### config.mk
export PLATFORM = sky130hd
export DESIGN_NAME = freq_lock_detect
export DESIGN_NICKNAME = d
export VERILOG_FILES = /design/src/rtl/flock_pkg.sv /design/src/rtl/flock_window_counter.sv /design/src/rtl/flock_seq_divider.sv /design/src/rtl/freq_lock_detect.sv
export SDC_FILE = /design/constraint.sdc
export NUM_CORES = 1
export LEC_CHECK = 0
export ABC_AREA = 0
export BUFFER_PORTS_ARGS = -buffer_cell sky130_fd_sc_hd__buf_2
export CAP_MARGIN = 5
export CORE_MARGIN = 2
export CORE_UTILIZATION = 35
export CTS_CLUSTER_DIAMETER = 30
export DETAILED_ROUTE_END_ITERATION = 10
export HOLD_SLACK_MARGIN = 0.15
export SYNTH_ARGS = -nofsm -noshare
export SYNTH_HDL_FRONTEND = slang
export SYNTH_SLANG_ARGS = --single-unit
### constraint.sdc
create_clock -name clk -period 17.01 [get_ports clk]
set_input_delay 1.701 -clock clk [delete_from_list [all_inputs] [get_ports clk]]
set_output_delay 1.701 -clock clk [all_outputs]
set_load 0.01 [all_outputs]
### src/rtl/flock_pkg.sv
package flock_pkg;

    localparam int unsigned MAG_W      = 10;
    localparam int unsigned MAG_MAX    = 1023;
    localparam int unsigned PPB_SCALE  = 1000000000;
    localparam int unsigned PPB_PER_PPM = 1000;
    localparam int unsigned SCALE_W    = 30;
    localparam int unsigned THR_W      = 19;

    typedef enum logic [2:0] {
        ST_IDLE,
        ST_PPB_DIV,
        ST_PPB_EVAL,
        ST_PPM_DIV,
        ST_PUBLISH
    } flock_state_t;

    // lock threshold in ppb for each select code
    function automatic logic [THR_W-1:0] thr_ppb(input logic [2:0] code);
        logic [THR_W-1:0] t;
        unique case (code)
            3'd0: t = THR_W'(20);
            3'd1: t = THR_W'(100);
            3'd2: t = THR_W'(1000);
            3'd3: t = THR_W'(5000);
            3'd4: t = THR_W'(20000);
            3'd5: t = THR_W'(50000);
            3'd6: t = THR_W'(100000);
            default: t = THR_W'(300000);
        endcase
        return t;
    endfunction

endpackage

### src/rtl/flock_window_counter.sv
module flock_window_counter #(
    parameter int unsigned WIN_EDGES = 1000000,
    localparam int unsigned RW = $clog2(WIN_EDGES + 1),
    localparam int unsigned FW = $clog2(2 * WIN_EDGES + 1)
) (
    input  logic          clk,
    input  logic          rst_n,
    input  logic          ref_edge,
    input  logic          fb_edge,
    output logic          win_end,
    output logic [FW-1:0] fb_total
);

    localparam logic [RW-1:0] REF_LAST = RW'(WIN_EDGES - 1);
    localparam logic [FW-1:0] FB_CAP   = FW'(2 * WIN_EDGES);

    logic [RW-1:0] ref_cnt;
    logic [FW-1:0] fb_cnt;
    logic [FW-1:0] fb_next;

    always_comb begin
        fb_next = fb_cnt;
        if (fb_edge && (fb_cnt != FB_CAP)) begin
            fb_next = fb_cnt + FW'(1);
        end
    end

    assign win_end  = ref_edge && (ref_cnt == REF_LAST);
    assign fb_total = fb_next;

    always_ff @(posedge clk) begin
        if (!rst_n) begin
            ref_cnt <= '0;
            fb_cnt  <= '0;
        end else if (win_end) begin
            ref_cnt <= '0;
            fb_cnt  <= '0;
        end else begin
            if (ref_edge) begin
                ref_cnt <= ref_cnt + RW'(1);
            end
            fb_cnt <= fb_next;
        end
    end

endmodule

### src/rtl/flock_seq_divider.sv
module flock_seq_divider #(
    parameter int unsigned WIDTH = 50,
    localparam int unsigned CW = $clog2(WIDTH + 1)
) (
    input  logic             clk,
    input  logic             rst_n,
    input  logic             start,
    input  logic [WIDTH-1:0] num,
    input  logic [WIDTH-1:0] den,
    output logic             done,
    output logic [WIDTH-1:0] quo
);

    logic [WIDTH-1:0] num_sh;
    logic [WIDTH-1:0] den_r;
    logic [WIDTH-1:0] quo_r;
    logic [WIDTH:0]   rem;
    logic [WIDTH:0]   trial;
    logic [CW-1:0]    steps;
    logic             active;
    logic             fits;

    assign trial = {rem[WIDTH-1:0], num_sh[WIDTH-1]};
    assign fits  = trial >= {1'b0, den_r};
    assign quo   = quo_r;

    always_ff @(posedge clk) begin
        if (!rst_n) begin
            num_sh <= '0;
            den_r  <= '0;
            quo_r  <= '0;
            rem    <= '0;
            steps  <= '0;
            active <= 1'b0;
            done   <= 1'b0;
        end else begin
            done <= 1'b0;
            if (start) begin
                num_sh <= num;
                den_r  <= den;
                quo_r  <= '0;
                rem    <= '0;
                steps  <= CW'(WIDTH);
                active <= 1'b1;
            end else if (active) begin
                rem    <= fits ? (trial - {1'b0, den_r}) : trial;
                num_sh <= num_sh << 1;
                quo_r  <= {quo_r[WIDTH-2:0], fits};
                steps  <= steps - CW'(1);
                if (steps == CW'(1)) begin
                    active <= 1'b0;
                    done   <= 1'b1;
                end
            end
        end
    end

endmodule

### src/rtl/freq_lock_detect.sv
module freq_lock_detect
    import flock_pkg::*;
#(
    parameter int unsigned WIN_EDGES = 1000000
) (
    input  logic       clk,
    input  logic       rst_n,
    input  logic       ref_edge,
    input  logic       fb_edge,
    input  logic [2:0] thr_code,
    output logic       locked,
    output logic [9:0] err_mag,
    output logic       err_unit_ppm,
    output logic       result_stb
);

    localparam int unsigned FW = $clog2(2 * WIN_EDGES + 1);
    localparam int unsigned DW = $clog2(WIN_EDGES + 1);
    localparam int unsigned NW = DW + SCALE_W;

    localparam logic [FW-1:0] FB_NOM   = FW'(WIN_EDGES);
    localparam logic [NW-1:0] SMALL_LIM = NW'(MAG_MAX);

    flock_state_t state, state_nx;

    logic          win_end;
    logic [FW-1:0] fb_total;
    logic [FW-1:0] diff;
    logic [NW-1:0] num_ppb;
    logic [NW-1:0] div_num;
    logic [NW-1:0] div_den;
    logic [NW-1:0] div_quo;
    logic          div_start;
    logic          div_done;

    logic [2:0]       code_q;
    logic [NW-1:0]    ppb_q;
    logic             lock_n;
    logic [MAG_W-1:0] res_mag;
    logic             res_unit;
    logic             ppb_small;

    flock_window_counter #(.WIN_EDGES(WIN_EDGES)) u_win (
        .clk      (clk),
        .rst_n    (rst_n),
        .ref_edge (ref_edge),
        .fb_edge  (fb_edge),
        .win_end  (win_end),
        .fb_total (fb_total)
    );

    // absolute count difference, never above WIN_EDGES since fb saturates at 2x
    always_comb begin
        if (fb_total >= FB_NOM) begin
            diff = fb_total - FB_NOM;
        end else begin
            diff = FB_NOM - fb_total;
        end
    end

    assign num_ppb   = NW'(diff[DW-1:0]) * NW'(PPB_SCALE);
    assign ppb_small = ppb_q <= SMALL_LIM;

    assign div_num = (state == ST_IDLE) ? num_ppb : ppb_q;
    assign div_den = (state == ST_IDLE) ? NW'(WIN_EDGES) : NW'(PPB_PER_PPM);
    assign div_start = ((state == ST_IDLE) && win_end) ||
                       ((state == ST_PPB_EVAL) && !ppb_small);

    flock_seq_divider #(.WIDTH(NW)) u_div (
        .clk   (clk),
        .rst_n (rst_n),
        .start (div_start),
        .num   (div_num),
        .den   (div_den),
        .done  (div_done),
        .quo   (div_quo)
    );

    // state register
    always_ff @(posedge clk) begin
        if (!rst_n) begin
            state <= ST_IDLE;
        end else begin
            state <= state_nx;
        end
    end

    // transitions
    always_comb begin
        state_nx = state;
        unique case (state)
            ST_IDLE:     if (win_end) state_nx = ST_PPB_DIV;
            ST_PPB_DIV:  if (div_done) state_nx = ST_PPB_EVAL;
            ST_PPB_EVAL: state_nx = ppb_small ? ST_PUBLISH : ST_PPM_DIV;
            ST_PPM_DIV:  if (div_done) state_nx = ST_PUBLISH;
            ST_PUBLISH:  state_nx = ST_IDLE;
            default:     state_nx = ST_IDLE;
        endcase
    end

    // working registers of the measurement
    always_ff @(posedge clk) begin
        if (!rst_n) begin
            code_q   <= '0;
            ppb_q    <= '0;
            lock_n   <= 1'b0;
            res_mag  <= '0;
            res_unit <= 1'b0;
        end else begin
            unique case (state)
                ST_IDLE: begin
                    if (win_end) begin
                        code_q <= thr_code;
                    end
                end
                ST_PPB_DIV: begin
                    if (div_done) begin
                        ppb_q <= div_quo;
                    end
                end
                ST_PPB_EVAL: begin
                    lock_n <= ppb_q < NW'(thr_ppb(code_q));
                    if (ppb_small) begin
                        res_mag  <= ppb_q[MAG_W-1:0];
                        res_unit <= 1'b0;
                    end
                end
                ST_PPM_DIV: begin
                    if (div_done) begin
                        res_unit <= 1'b1;
                        res_mag  <= (div_quo > SMALL_LIM) ? MAG_W'(MAG_MAX)
                                                          : div_quo[MAG_W-1:0];
                    end
                end
                default: ;
            endcase
        end
    end

    // published outputs
    always_ff @(posedge clk) begin
        if (!rst_n) begin
            locked       <= 1'b0;
            err_mag      <= '0;
            err_unit_ppm <= 1'b0;
            result_stb   <= 1'b0;
        end else begin
            result_stb <= 1'b0;
            if (state == ST_PUBLISH) begin
                locked       <= lock_n;
                err_mag      <= res_mag;
                err_unit_ppm <= res_unit;
                result_stb   <= 1'b1;
            end
        end
    end

endmodule

==> summary.txt <==
EDFF count, synth -> 0
Worst-Skew Late Latency -> 0.60 ns
post-synthesis sequential area ratio -> 25.44%
min Tclk post-route -> 11.08 ns
gpl congestion -> 0.9110
Seq cells post-synth -> 283
RSZ-0062 raised after global routing -> no
Synth top area share -> 25.44%
most frequent cells in the layout -> inv_1, dfxtp_1, nand2_1
crit-path max FO -> 27
number of global-route vias before repair -> 18115
Final Hold Vio Count -> 0
leakage -> 11.03 nW
Wirelength per Cell -> 15.65 µm
outcome -> complete, no violations
min-delay src -> res_mag[9]
r2r setup slk -> 6.17 ns
initial antenna violation count -> 0
post-synth top area cell -> dfxtp_1
max_slew headroom -> 34.77%
WHS -> 0.4507 ns
CTS tree -> yes
Area Growth Syn to Fin -> 15.76%
slowest stage delay, CP -> 0.75 ns
CP Class -> input port to flip-flop
CTS max path bufs -> 3
clk slew on worst S/H paths -> 0.04 ns
# setup viols final -> 0
first drt pass iteration count -> 5
first-pass GRT wire length -> 93090 µm
WP data required -> 17.44 ns
final wirelength -> 54880 µm
Fmax achieved -> 90.24 MHz
Worst setup EP type -> flip-flop
most frequent CP cell -> fa_1
chip width -> 256.3 µm
number of remaining DRC errors -> 0
antenna diode count -> 0
FP Rows -> 92
Top Ports -> 20
Syn Area/Cell -> 8.534 µm²
syn nets -> 3017
initial core utilization -> 35.37%
synthesized area -> 22270 µm²
core area -> 62970 µm²
Core Util, Final -> 40.95%
overall power -> 0.005614 W
Sink Count -> 283
CTS Buf Count -> 74
Via density -> 5.086
ys async rst share -> 0%
Root Buffer Master -> clkbuf_16
crit path from -> fb_edge
Max VDD drop -> 0.2825 mV
Worst path slowest cell -> o21a_1
final setup TNS -> 0 ns
Slew @ Worst Pin -> 0.9785 ns
vias -> 17830
Filler cells -> 6242
Die ar. -> 65670 µm²
layout cells sized above 1 -> 7.218%
top post-synthesis cells by area -> dfxtp_1, fa_1, ha_1
Syn. warnings -> 0
Final #Nets -> 3009
cts-stage hold buffer count -> 0
post_cts resized -> 0
Total Routing Usage GR -> 17.03%
Cells after Synth -> 2610
crit share post-route -> 65.15%
max cap viols -> 0
HP Class -> flip-flop to flip-flop
synth unique cells -> 69
Max Slew Vio Count -> 0
H-Tree Depth -> 3
DPL Wire Length -> 40990 µm
CP Launch Type -> input port
clk_skew -> 0.05193 ns
vertical die dimension -> 256.3 µm
Seq. cell area -> 5669 µm²
area of the multi-input gates -> 15070 µm²
main flop type after synthesis -> dfxtp_1
reg2reg start -> u_win.fb_cnt[0]
Crit path arrival time -> 11.51 ns
PD cells -> 217.7 nW/µm²
largest net degree at the start of global routing -> 102
Initial DRC Count -> 1181
# port buffers -> 19
setup bufs post-CTS -> 0
commonest non-fill, non-tap cell in the layout -> inv_1
Antenna Nets Post-Route -> 0
Remaining Overflow, GRT -> 0
-- critical path, delay by kind of cell --
family,cells,cell delay (ns)
buffers and inverters,5,0.43
XOR/XNOR,2,1.00
adder cells (fa/ha/maj),8,3.78
multiplexers,1,0.19
AO/OA/AOI/OAI,14,3.98
AND/OR/NAND/NOR,3,0.41
-- worst paths after layout --
kind | endpoint | cells after the start
worst max-delay path | u_div.num_sh[49] | 33
worst min-delay path | err_mag[9] | 2
worst min register to register | err_mag[9] | 2
worst max register to register | u_div.num_sh[49] | 36
-- flip-flops by register name, indices dropped and copies added (netlist names), 3 cells and up --
signal         flops
code_q             3
err_mag           10
u_div.steps        6
u_div.rem         50
u_win.fb_cnt      21
res_mag           10
u_div.quo         50
u_win.ref_cnt     20
u_div.den_r        3
state              3
ppb_q             50
u_div.num_sh      50
-- report_power, final --
part,switching (W),internal (W)
clock,0.000445,0.00102
combinational,0.00205,0.00144
sequential,0.00000136,0.000667
total,0.00249,0.00312
-- through the flow --
stage	cells	setup WS [ns]	instance area (µm²)
2_1_floorplan	2610	6.476	22270
5_1_grt	3506	5.204	25780
3_3_place_gp	3372	5.788	23110
6_report	3506	5.929	25780
3_5_place_dp	3372	5.437	23110
4_1_cts	3506	6.043	25780
-- cells in the mapped netlist (23+ instances only) --
master	count
a211oi_1	23
a21o_1	29
a21oi_1	201
a31oi_1	33
clkbuf_1	113
dfxtp_1	283
fa_1	175
ha_1	225
inv_1	289
mux2i_1	67
nand2_1	268
nand3_1	40
nand4_1	24
nor2_1	213
nor3_1	54
nor4_1	31
o21ai_0	163
or3_1	23
xnor2_1	82
xor2_1	61
-- layout make-up --
cell class / count / share of cell area (%)
clock inverters: 42 / 2.489
multi-input cells: 1916 / 58.43
flip-flops and latches: 283 / 21.99
repair buffers: 37 / 0.8929
inverters: 290 / 4.222
clock buffers: 92 / 7.871
well taps: 846 / 4.105
-- cell families after synthesis --
| family | share of synthesized area [%] |
|---|---|
| simple gates | 15.92 |
| xor+xnor | 5.623 |
| buf+inv | 7.072 |
| fa+ha+maj | 28.37 |
| compound gates | 14.37 |
| mux | 3.213 |
| flops | 25.44 |
-- metal layers --
metal | global-route usage, % | part of all wire (%) | up-vias
li1 | - | - | 8838
met1 | 22.59 | 46 | 8548
met2 | 28.06 | 47 | 359
met3 | 2.649 | 3.9 | 85
met4 | 6.075 | 2.3 | 0
met5 | 0 | 0 | -
(Power assumes the default switching activity.)
